<file path="src/rtl/scsi_tgt_pkg.sv">
// Shared types for the SCSI target selection responder.
// Assumes: one responder per bus port; all bytes flow initiator to target.
package scsi_tgt_pkg;

    // Sequencer states
    typedef enum logic [1:0] {
        SQ_IDLE = 2'd0,  // not running
        SQ_WSEL = 2'd1,  // armed, waiting to be selected
        SQ_MSG  = 2'd2,  // message-out byte transfer
        SQ_CMD  = 2'd3   // command byte transfers
    } seq_state_t;

    // Byte handshake states
    typedef enum logic [1:0] {
        RX_IDLE = 2'd0,  // no transfer
        RX_REQ  = 2'd1,  // REQ high, waiting for ACK
        RX_REL  = 2'd2   // REQ low, waiting for ACK release
    } rx_state_t;

    // Ending kinds reported to the flag unit
    typedef struct packed {
        logic good;
        logic satn;
        logic err;
    } flag_set_t;

endpackage

</file>
<file path="src/rtl/scsi_tgt_byte_rx.sv">
// Receives one byte per start strobe with a REQ/ACK interlock.
// Raises REQ, captures data when ACK is seen high, pushes the byte,
// drops REQ and waits for ACK low, then pulses done.
// Assumes: start_i arrives only while idle.
module scsi_tgt_byte_rx
    import scsi_tgt_pkg::*;
#(
    parameter int DW = 8
) (
    input  logic          clk,
    input  logic          rst_n,
    input  logic          start_i,
    input  logic          ack_i,
    input  logic [DW-1:0] data_i,
    output logic          req_o,
    output logic          push_o,
    output logic [DW-1:0] byte_o,
    output logic          done_o
);

    rx_state_t     st_q;
    logic [DW-1:0] byte_q;
    logic          push_q;
    logic          done_q;

    // Handshake state, captured byte and one-cycle strobes
    always_ff @(posedge clk) begin
        if (!rst_n) begin
            st_q   <= RX_IDLE;
            byte_q <= '0;
            push_q <= 1'b0;
            done_q <= 1'b0;
        end else begin
            push_q <= 1'b0;
            done_q <= 1'b0;
            case (st_q)
                RX_IDLE: if (start_i) st_q <= RX_REQ;
                RX_REQ: begin
                    if (ack_i) begin
                        byte_q <= data_i;
                        push_q <= 1'b1;
                        st_q   <= RX_REL;
                    end
                end
                RX_REL: begin
                    if (!ack_i) begin
                        done_q <= 1'b1;
                        st_q   <= RX_IDLE;
                    end
                end
                default: st_q <= RX_IDLE;
            endcase
        end
    end

    // REQ is high exactly while waiting for ACK
    assign req_o  = (st_q == RX_REQ);
    assign push_o = push_q;
    assign byte_o = byte_q;
    assign done_o = done_q;

endmodule

</file>
<file path="src/rtl/scsi_tgt_len_dec.sv">
// Maps a command group code to the command length in bytes.
// Assumes: unknown groups use the short length.
module scsi_tgt_len_dec #(
    parameter int LEN_SHORT = 6,
    parameter int LEN_MID   = 10,
    parameter int LEN_LONG  = 12,
    parameter int CW        = 4
) (
    input  logic [2:0]    grp_i,
    output logic [CW-1:0] len_o
);

    // Group to length lookup
    always_comb begin
        case (grp_i)
            3'd1, 3'd2: len_o = CW'(LEN_MID);
            3'd5:       len_o = CW'(LEN_LONG);
            default:    len_o = CW'(LEN_SHORT);
        endcase
    end

endmodule

</file>
<file path="src/rtl/scsi_tgt_flags.sv">
// Sticky interrupt flags with a common clear; a set wins over a clear
// in the same cycle. Drives one ORed interrupt line.
module scsi_tgt_flags
    import scsi_tgt_pkg::*;
(
    input  logic      clk,
    input  logic      rst_n,
    input  flag_set_t set_i,
    input  logic      clr_i,
    output logic      good_o,
    output logic      satn_o,
    output logic      err_o,
    output logic      irq_o
);

    flag_set_t fl_q;

    // Flag storage: clear first, then apply sets
    always_ff @(posedge clk) begin
        if (!rst_n) begin
            fl_q <= '0;
        end else begin
            if (clr_i) fl_q <= '0;
            if (set_i.good) fl_q.good <= 1'b1;
            if (set_i.satn) fl_q.satn <= 1'b1;
            if (set_i.err)  fl_q.err  <= 1'b1;
        end
    end

    assign good_o = fl_q.good;
    assign satn_o = fl_q.satn;
    assign err_o  = fl_q.err;
    assign irq_o  = fl_q.good | fl_q.satn | fl_q.err;

endmodule

</file>
<file path="src/rtl/scsi_tgt_seq.sv">
// Selection and phase sequencer for the target responder.
// Decides between message-out and command paths, counts command bytes
// against the decoded length and reports the ending kind.
// Assumes: len_i is the decode of rx_byte_i's group bits, valid with rx_done_i.
module scsi_tgt_seq
    import scsi_tgt_pkg::*;
#(
    parameter logic [7:0] OPC    = 8'h0C,
    parameter int         ID_BIT = 7,
    parameter int         DW     = 8,
    parameter int         CW     = 4
) (
    input  logic          clk,
    input  logic          rst_n,
    input  logic          op_valid_i,
    input  logic [7:0]    op_code_i,
    input  logic          link_up_i,
    input  logic          disconnect_i,
    input  logic          sel_i,
    input  logic          atn_i,
    input  logic          rx_done_i,
    input  logic [DW-1:0] rx_byte_i,
    input  logic [CW-1:0] len_i,
    output logic          rx_start_o,
    output logic          cd_o,
    output logic          msg_o,
    output logic          bsy_o,
    output logic          active_o,
    output logic          tmode_o,
    output flag_set_t     set_o
);

    seq_state_t    st_q;
    logic [CW-1:0] cnt_q;
    logic [CW-1:0] len_q;
    logic          bsy_q;
    logic          act_q;
    logic          tmode_q;

    logic          issue;
    logic          connected;
    logic [CW-1:0] cnt_nx;
    logic [CW-1:0] len_eff;
    logic          is_ident;
    logic          fin_good;
    logic          fin_satn;

    // Decode of issue, connection and ending conditions
    always_comb begin
        issue     = op_valid_i && (op_code_i == OPC);
        connected = link_up_i || bsy_q;
        cnt_nx    = cnt_q + CW'(1);
        len_eff   = (cnt_q == '0) ? len_i : len_q;
        is_ident  = rx_byte_i[ID_BIT];
        fin_good  = ((st_q == SQ_MSG) && rx_done_i && !is_ident) ||
                    ((st_q == SQ_CMD) && rx_done_i && (cnt_nx == len_eff));
        fin_satn  = (st_q == SQ_MSG) && rx_done_i && is_ident && atn_i;
        rx_start_o = ((st_q == SQ_WSEL) && sel_i) ||
                     ((st_q == SQ_MSG) && rx_done_i && is_ident && !atn_i) ||
                     ((st_q == SQ_CMD) && rx_done_i && (cnt_nx != len_eff));
    end

    // Sequencer state, byte count and mode bits
    always_ff @(posedge clk) begin
        if (!rst_n) begin
            st_q    <= SQ_IDLE;
            cnt_q   <= '0;
            len_q   <= '0;
            bsy_q   <= 1'b0;
            act_q   <= 1'b0;
            tmode_q <= 1'b0;
        end else begin
            case (st_q)
                SQ_IDLE: begin
                    if (issue && !connected) begin
                        st_q  <= SQ_WSEL;
                        act_q <= 1'b1;
                    end else if (disconnect_i) begin
                        bsy_q   <= 1'b0;
                        tmode_q <= 1'b0;
                    end
                end
                SQ_WSEL: begin
                    if (sel_i) begin
                        bsy_q <= 1'b1;
                        cnt_q <= '0;
                        st_q  <= atn_i ? SQ_MSG : SQ_CMD;
                    end
                end
                SQ_MSG: begin
                    if (fin_good || fin_satn) begin
                        st_q    <= SQ_IDLE;
                        act_q   <= 1'b0;
                        tmode_q <= 1'b1;
                    end else if (rx_done_i) begin
                        st_q  <= SQ_CMD;
                        cnt_q <= '0;
                    end
                end
                SQ_CMD: begin
                    if (rx_done_i) begin
                        cnt_q <= cnt_nx;
                        len_q <= len_eff;
                    end
                    if (fin_good) begin
                        st_q    <= SQ_IDLE;
                        act_q   <= 1'b0;
                        tmode_q <= 1'b1;
                    end
                end
                default: st_q <= SQ_IDLE;
            endcase
        end
    end

    assign cd_o       = (st_q == SQ_MSG) || (st_q == SQ_CMD);
    assign msg_o      = (st_q == SQ_MSG);
    assign bsy_o      = bsy_q;
    assign active_o   = act_q;
    assign tmode_o    = tmode_q;
    assign set_o.good = fin_good;
    assign set_o.satn = fin_satn;
    assign set_o.err  = issue && connected;

endmodule

</file>
<file path="src/rtl/scsi_tgt_responder.sv">
// Top of the SCSI target selection responder.
// Wires the sequencer, byte handshake, length decoder and flag unit.
// Assumes: selection arbitration is decoded upstream into sel_i.
module scsi_tgt_responder
    import scsi_tgt_pkg::*;
#(
    parameter int         DW        = 8,
    parameter logic [7:0] OPC       = 8'h0C,
    parameter int         ID_BIT    = 7,
    parameter int         LEN_SHORT = 6,
    parameter int         LEN_MID   = 10,
    parameter int         LEN_LONG  = 12
) (
    input  logic          clk,
    input  logic          rst_n,
    input  logic          op_valid_i,
    input  logic [7:0]    op_code_i,
    input  logic          link_up_i,
    input  logic          disconnect_i,
    input  logic          irq_clr_i,
    input  logic          sel_i,
    input  logic          atn_i,
    input  logic          ack_i,
    input  logic [DW-1:0] data_i,
    output logic          req_o,
    output logic          cd_o,
    output logic          msg_o,
    output logic          io_o,
    output logic          bsy_o,
    output logic          fifo_wr_o,
    output logic [DW-1:0] fifo_data_o,
    output logic          active_o,
    output logic          target_mode_o,
    output logic          good_flag_o,
    output logic          satn_flag_o,
    output logic          err_flag_o,
    output logic          irq_o
);

    localparam int LEN_A   = (LEN_SHORT > LEN_MID) ? LEN_SHORT : LEN_MID;
    localparam int LEN_MAX = (LEN_A > LEN_LONG) ? LEN_A : LEN_LONG;
    localparam int CW      = $clog2(LEN_MAX + 1);

    logic          rx_start;
    logic          rx_done;
    logic [DW-1:0] rx_byte;
    logic [CW-1:0] len_dec;
    flag_set_t     fl_set;

    scsi_tgt_seq #(
        .OPC(OPC), .ID_BIT(ID_BIT), .DW(DW), .CW(CW)
    ) u_seq (
        .clk          (clk),
        .rst_n        (rst_n),
        .op_valid_i   (op_valid_i),
        .op_code_i    (op_code_i),
        .link_up_i    (link_up_i),
        .disconnect_i (disconnect_i),
        .sel_i        (sel_i),
        .atn_i        (atn_i),
        .rx_done_i    (rx_done),
        .rx_byte_i    (rx_byte),
        .len_i        (len_dec),
        .rx_start_o   (rx_start),
        .cd_o         (cd_o),
        .msg_o        (msg_o),
        .bsy_o        (bsy_o),
        .active_o     (active_o),
        .tmode_o      (target_mode_o),
        .set_o        (fl_set)
    );

    scsi_tgt_byte_rx #(.DW(DW)) u_rx (
        .clk     (clk),
        .rst_n   (rst_n),
        .start_i (rx_start),
        .ack_i   (ack_i),
        .data_i  (data_i),
        .req_o   (req_o),
        .push_o  (fifo_wr_o),
        .byte_o  (rx_byte),
        .done_o  (rx_done)
    );

    scsi_tgt_len_dec #(
        .LEN_SHORT(LEN_SHORT), .LEN_MID(LEN_MID), .LEN_LONG(LEN_LONG), .CW(CW)
    ) u_len (
        .grp_i (rx_byte[DW-1 -: 3]),
        .len_o (len_dec)
    );

    scsi_tgt_flags u_flags (
        .clk    (clk),
        .rst_n  (rst_n),
        .set_i  (fl_set),
        .clr_i  (irq_clr_i),
        .good_o (good_flag_o),
        .satn_o (satn_flag_o),
        .err_o  (err_flag_o),
        .irq_o  (irq_o)
    );

    // All transfers run initiator to target
    assign io_o        = 1'b0;
    assign fifo_data_o = rx_byte;

endmodule

</file>
<file path="config.mk">
export PLATFORM = sky130hd
export DESIGN_NAME = scsi_tgt_responder
export DESIGN_NICKNAME = d
export VERILOG_FILES = /design/src/rtl/scsi_tgt_pkg.sv /design/src/rtl/scsi_tgt_byte_rx.sv /design/src/rtl/scsi_tgt_len_dec.sv /design/src/rtl/scsi_tgt_flags.sv /design/src/rtl/scsi_tgt_seq.sv /design/src/rtl/scsi_tgt_responder.sv
export SDC_FILE = /design/constraint.sdc
export NUM_CORES = 1
export LEC_CHECK = 0
export BUFFER_PORTS_ARGS = -buffer_cell sky130_fd_sc_hd__clkbuf_2
export CORE_ASPECT_RATIO = 0.5
export CORE_MARGIN = 8
export CORE_UTILIZATION = 40
export CTS_CLUSTER_DIAMETER = 120
export DETAILED_ROUTE_END_ITERATION = 10
export MAX_ROUTING_LAYER = met4
export PLACE_DENSITY = 0.67
export SYNTH_ARGS = -nofsm -noshare
export SYNTH_HDL_FRONTEND = slang
export SYNTH_SLANG_ARGS = --single-unit
</file>
<file path="constraint.sdc">
create_clock -name clk -period 2.02 [get_ports clk]
set_input_delay 0.202 -clock clk [delete_from_list [all_inputs] [get_ports clk]]
set_output_delay 0.202 -clock clk [all_outputs]
set_load 0.01 [all_outputs]
</file>
== Word-level counts from Yosys, hierarchy flattened ==
Index checks and enable logic that the tools add are counted.
Word-level totals
  word-level logic and storage cells: 116
  bits in registers: 28
Operators by class
  add/sub/neg operators: 1
  eq/ne operators: 24
  reduce and logical (&&, ||, !) cells: 41
  bitwise operators: 2
  multiplexer cells: 35
Operator list (count)
  two-way mux 4 bit: 5
  two-way mux 2 bit: 8
  two-way mux 1 bit: 14
  inequality test 2 bit, second input constant: 7
  logical AND 1 bit: 12
  case mux 4 bit (3 select lines): 1
  AND reduction 4 bit: 3
  inequality test 2 x 1 -> 1 bit, second input constant: 5
  AND reduction 5 bit: 2
  == test 8 x 4 -> 1 bit, second input constant: 1
  case mux 2 bit (4 select lines): 1
  case mux 4 bit (2 select lines): 1
  AND reduction 2 bit: 4
  nonzero test 2 bit: 4
  == test 2 bit, second input constant: 3
  logical OR 1 bit: 6
  case mux 1 bit (3 select lines): 2
  case mux 2 bit (3 select lines): 1
  nonzero test 3 bit: 2
  adder 4 x 1 -> 4 bit, second input constant: 1
  == test 2 x 1 -> 1 bit, second input constant: 2
  == test 4 bit: 1
  logical NOT 2 bit: 2
  logical NOT 4 bit: 1
  other kinds (11): 14

== Longest topological paths before layout ==
  depth in word-level cells: 10
  gate-level depth with buffers: 8
  depth with buffers taken out: 7

== Cells and area by module ==
From an unflattened synthesis, not the netlist that was laid out.
Unflattened totals
  cell total of the unflattened synthesis: 174
  area total of the unflattened synthesis: 1488.9 sq um
Modules (own cells, without submodules)
  scsi_tgt_seq: area an instance 859.6 sq um, instances 1, cells an instance 107
  scsi_tgt_byte_rx: area an instance 466.7 sq um, instances 1, cells an instance 48
  scsi_tgt_flags: area an instance 107.6 sq um, instances 1, cells an instance 10
  scsi_tgt_len_dec: area an instance 43.8 sq um, instances 1, cells an instance 7
  scsi_tgt_responder: area an instance 11.3 sq um, instances 1, cells an instance 2

== Least setup slack after synthesis ==
OpenSTA, ideal clock, no wires.
  kind: register -> register
  start point: register u_seq.cnt_q[0]
  end point: register u_seq.tmode_q, in the netlist u_seq.tmode_o
  path buffers: 1
  cell stages (with the launch flop): 9
  data required time: 1900 ps
  path slack: -67 ps
  arrival time: 1968 ps
  clock period less this slack: 2087 ps
  cells stage by stage: dfxtp_1 buf_2 inv_1 ha_1 or4b_4 o22ai_4 mux2i_1 a311oi_2 o31a_1
On the way
  word-level cells in the longest chain between the ends: 8
  elaborated cells on any way between the ends: 10
RTL lines
  from (decl): line scsi_tgt_seq.sv:34  | logic [CW-1:0] cnt_q;
  from (signal assigned): line scsi_tgt_seq.sv:102  | cnt_q <= cnt_nx;
  parallel branches: the longest is 2 deep, another holds adder 4 x 1 -> 4 bit
  == test 4 bit *: line scsi_tgt_seq.sv:56  | ((st_q == SQ_CMD) && rx_done_i && (cnt_nx == len_eff));
  logical AND 1 bit *: line scsi_tgt_seq.sv:56
  logical OR 1 bit *: line scsi_tgt_seq.sv:55  | fin_good = ((st_q == SQ_MSG) && rx_done_i && !is_ident) ||
  logical OR 1 bit: line scsi_tgt_seq.sv:91  | if (fin_good || fin_satn) begin
  inequality test 2 x 1 -> 1 bit (no source line)
  AND reduction 5 bit (no source line) *
  to (signal assigned): line scsi_tgt_seq.sv:71  | tmode_q <= 1'b0;
  to (signal assigned): line scsi_tgt_seq.sv:94  | tmode_q <= 1'b1;
  to (signal assigned): line scsi_tgt_seq.sv:108  | tmode_q <= 1'b1;
  to (decl): line scsi_tgt_seq.sv:38  | logic tmode_q;
Every way passes the cells marked *.
A chain may end at the register's enable or synchronous reset.

== Final worst setup path ==
  start point: register u_seq.cnt_q[1]
  end point: register u_seq.tmode_q, in the netlist u_seq.tmode_o
The elaborated chain is that of the path after synthesis.

==> impl_metrics.ini <==
[outcome]
status = finished, final reports clean

[placement]
place_area_um2 = 1840
hpwl_um = 2910
io_buffers = 43
pre_cts_ws_ns = 0.0318
place.gp.congestion = 0.863
place_inst = 278

[final_layout]
final_nets = 259
n_antenna_cell = 0
final_core_util_pct = 54.2
area_growth_pct = 26.2
nFillCells = 363
final_cells = 282
fin_area_um2 = 1910
layout-drive-gt1-share_pct = 29.0

[global_routing]
grt_use_total_pct = 13.0
grt_overflow = 0
grt_pass1_wl_um = 6250
antenna_found_initial = 0
first_global_vias = 1370
grt_max_degree = 29

[power]
p_leak_nw = 0.791
p_total_mw = 1.04
power_density_nw_per_um2 = 544
max-vdd-ir-drop_mv = 0.255

[route]
via_count = 1443
drt_pass1_iterations = 4
wl_per_cell_um = 13.5
viasPerCell = 5.12
ant_nets = 0
wirelength_um = 3820
drt_iter0_markers = 86
drc = 0

[floorplan]
dieArea_um2 = 6140
rows = 15
die_x_um = 103
die_h_um = 59.5
start_util_pct = 43.0
core_um2 = 3530
ioPinCount = 45

[synthesis]
yosys_warnings = 0
netlist_instances = 183
syn-num-nets = 210
avgSynthCellArea_um2 = 8.29
synth-compound-area-share_pct = 23.1
ys_ff_latch = 28
ys_seq_area_share_pct = 37.0
synthesis.area_um2 = 1520
synth_fa_ha_area_share_pct = 1.65
synthFlopType = dfxtp_1
yosys.area.top_type = dfxtp_1
async_flop_share_pct = 0
synth_top_family_by_area = simple AND/OR/NAND/NOR gates
yosysTopAreaCellShare_pct = 37.0
synthMuxAreaShare_pct = 0.660
synth_xor_area_share_pct = 2.31
synth_edf_count = 0
ys_top_cells_by_area = dfxtp_1 37%, nand2_1 6.4%, a21boi_0 5.9%, nor2b_1 4.1%, o21ai_0 3.3%
synth_cell_types = 47
synth-simple-area-share_pct = 30.3

[clock_tree]
numCtsBuffers = 3
cts_tree = done
clk_latency_ns = 0.27
htree_levels = 1
cts_hold_buf = 0
clk_pin_slew_ns = 0.10
clock-sinks = 28
clock_path_buffers = 2
ctsRootBufferMaster = clkbuf_8

[setup_path]
arrival_ns = 2.12
worstSetupPathType = reg2reg
max_stage_delay_ns = 0.47
cp_max_fo = 3
endpoint_kind = register
critical_path_required_ns = 2.20
crit_buf_inv = 1
worstPathCellList = inv_2, ha_4, or4b_4, o22ai_4, mux2i_2, a311oi_2, o31a_1
reg2reg_from = u_seq.cnt_q[1]
slowest_stage = or4b_4
crit_start = u_seq.cnt_q[1]
cp_top_family = compound AO/OA/AOI/OAI gates
critPathLaunchType = register

[worst_hold_path]
hp-start = ack_i
hold_class = in2reg

[timing]
fmax_mhz = 514
hold_viol = 0
setup-violations-final = 0
worst_slack_ns = 0.0736
rsz0062_at_grt = yes
slew_headroom_pct = 61.3
drv_slew = 0
period_needed_ns = 1.95
period_share_pct = 96.4
clock_skew_ns = 0.00316
worst_slew_pin_slew_ns = 0.578

[run]
drv_cap = 0
-- sequential cells by signal, summed over array words and instances, names as in the netlist --
name and cells:
u_seq.st_q 2, u_flags.good_o 1, u_flags.err_o 1, u_rx.done_o 1, u_rx.push_o 1, u_flags.satn_o 1, u_seq.len_q 4, u_seq.active_o 1
u_rx.st_q 2, u_rx.byte_o 8, u_seq.bsy_o 1, u_seq.tmode_o 1, u_seq.cnt_q 4
-- cell usage after synthesis (5+ instances only) --
| cell type | n |
|---|---|
| nand2_1 | 26 |
| dfxtp_1 | 28 |
| nor2_1 | 11 |
| inv_1 | 8 |
| clkbuf_1 | 5 |
| o21ai_0 | 10 |
| a21boi_0 | 12 |
| nor2b_1 | 10 |
| a21oi_1 | 5 |
| nand3_1 | 5 |
-- routing by layer --
metal / part of all wire (%) / track usage (%) / vias to the layer above
met5: 0 / - / -
met4: 1.0 / 2.85 / 0
met3: 7.7 / 3.75 / 4
met2: 40 / 20.0 / 48
met1: 51 / 16.6 / 642
li1: - / - / 749
-- worst register-to-register path: stages, from the launching register on --
cell and delay [ns]:
dfxtp_2 0.33, inv_2 0.07, ha_4 0.14, or4b_4 0.47, o22ai_4 0.17, mux2i_2 0.29, a311oi_2 0.14, o31a_1 0.25
-- logic make-up (layout without fill, tap and decap cells) --
kind of cell	count (synthesis)	count (layout)
and+or+nand+nor	83	83
AOI/OAI and AO/OA	48	48
DFF	28	28
buffers and inverters	16	64
xor gates and xnor gates	4	4
adders and majority gates	2	2
other	1	1
muxes	1	1
-- power by group --
part | total (mW) | internal, mW | switching, mW
Combinational | 0.0443 | 0.0237 | 0.0206
Sequential | 0.552 | 0.552 | 0.000163
Clock | 0.445 | 0.265 | 0.180
-- cell usage in the layout, fill, tap and decap left out, drive strengths merged, types with 2 or more instances in the layout --
cell / netlist / routed
buf: 3 / 9
a311oi: 3 / 3
nand4: 3 / 3
nor3: 2 / 2
inv: 8 / 8
nor2: 11 / 11
nand3b: 2 / 2
a21oi: 5 / 5
xnor2: 2 / 2
and3: 4 / 4
nand2b: 2 / 2
ha: 2 / 2
nand2: 26 / 26
a21boi: 12 / 12
nor4b: 4 / 4
dfxtp: 28 / 28
nand3: 5 / 5
clkbuf: 5 / 46
xor2: 2 / 2
o31ai: 2 / 2
o21ai: 10 / 10
nor2b: 10 / 10
a31oi: 3 / 3
o21a: 2 / 2
o311a: 2 / 2
and2: 4 / 4
nor3b: 3 / 3
o22ai: 4 / 4
-- worst paths after layout --
path         cells past startpoint        endpoint  slack, ns
max                              7   u_seq.tmode_o       0.07
min                              2     u_rx.done_o       0.12
max reg2reg                      7   u_seq.tmode_o       0.07
min reg2reg                      2  u_rx.byte_o[2]       0.47
-- metrics by stage --
| step | TNS [ns] | hold slack (ns) |
|---|---|---|
| detailed placement | 0 | 0.416 |
| finish | 0 | 0.123 |
| global route | -0.0426 | 0.137 |
| CTS | 0 | 0.115 |
| floorplan | -0.0261 | 0.279 |
| global placement | 0 | 0.420 |
-- final cells by class --
class | count | area (um2) | share of cell area (%)
clock buffers | 3 | 41.3 | 2.16
clock inverters | 1 | 30.0 | 1.57
multi-input cells | 139 | 900 | 47.0
inverters | 8 | 32.5 | 1.70
well taps | 51 | 63.8 | 3.34
repair buffers | 52 | 283 | 14.8
flip-flops and latches | 28 | 563 | 29.4
-- repair_timing --
action                     CTS  global route
hold endpoints to repair     0             0
pin swaps                    2             3
setup endpoints to repair    1             6
setup buffers                0             0
resized for setup            0             3
(Power assumes the default switching activity.)
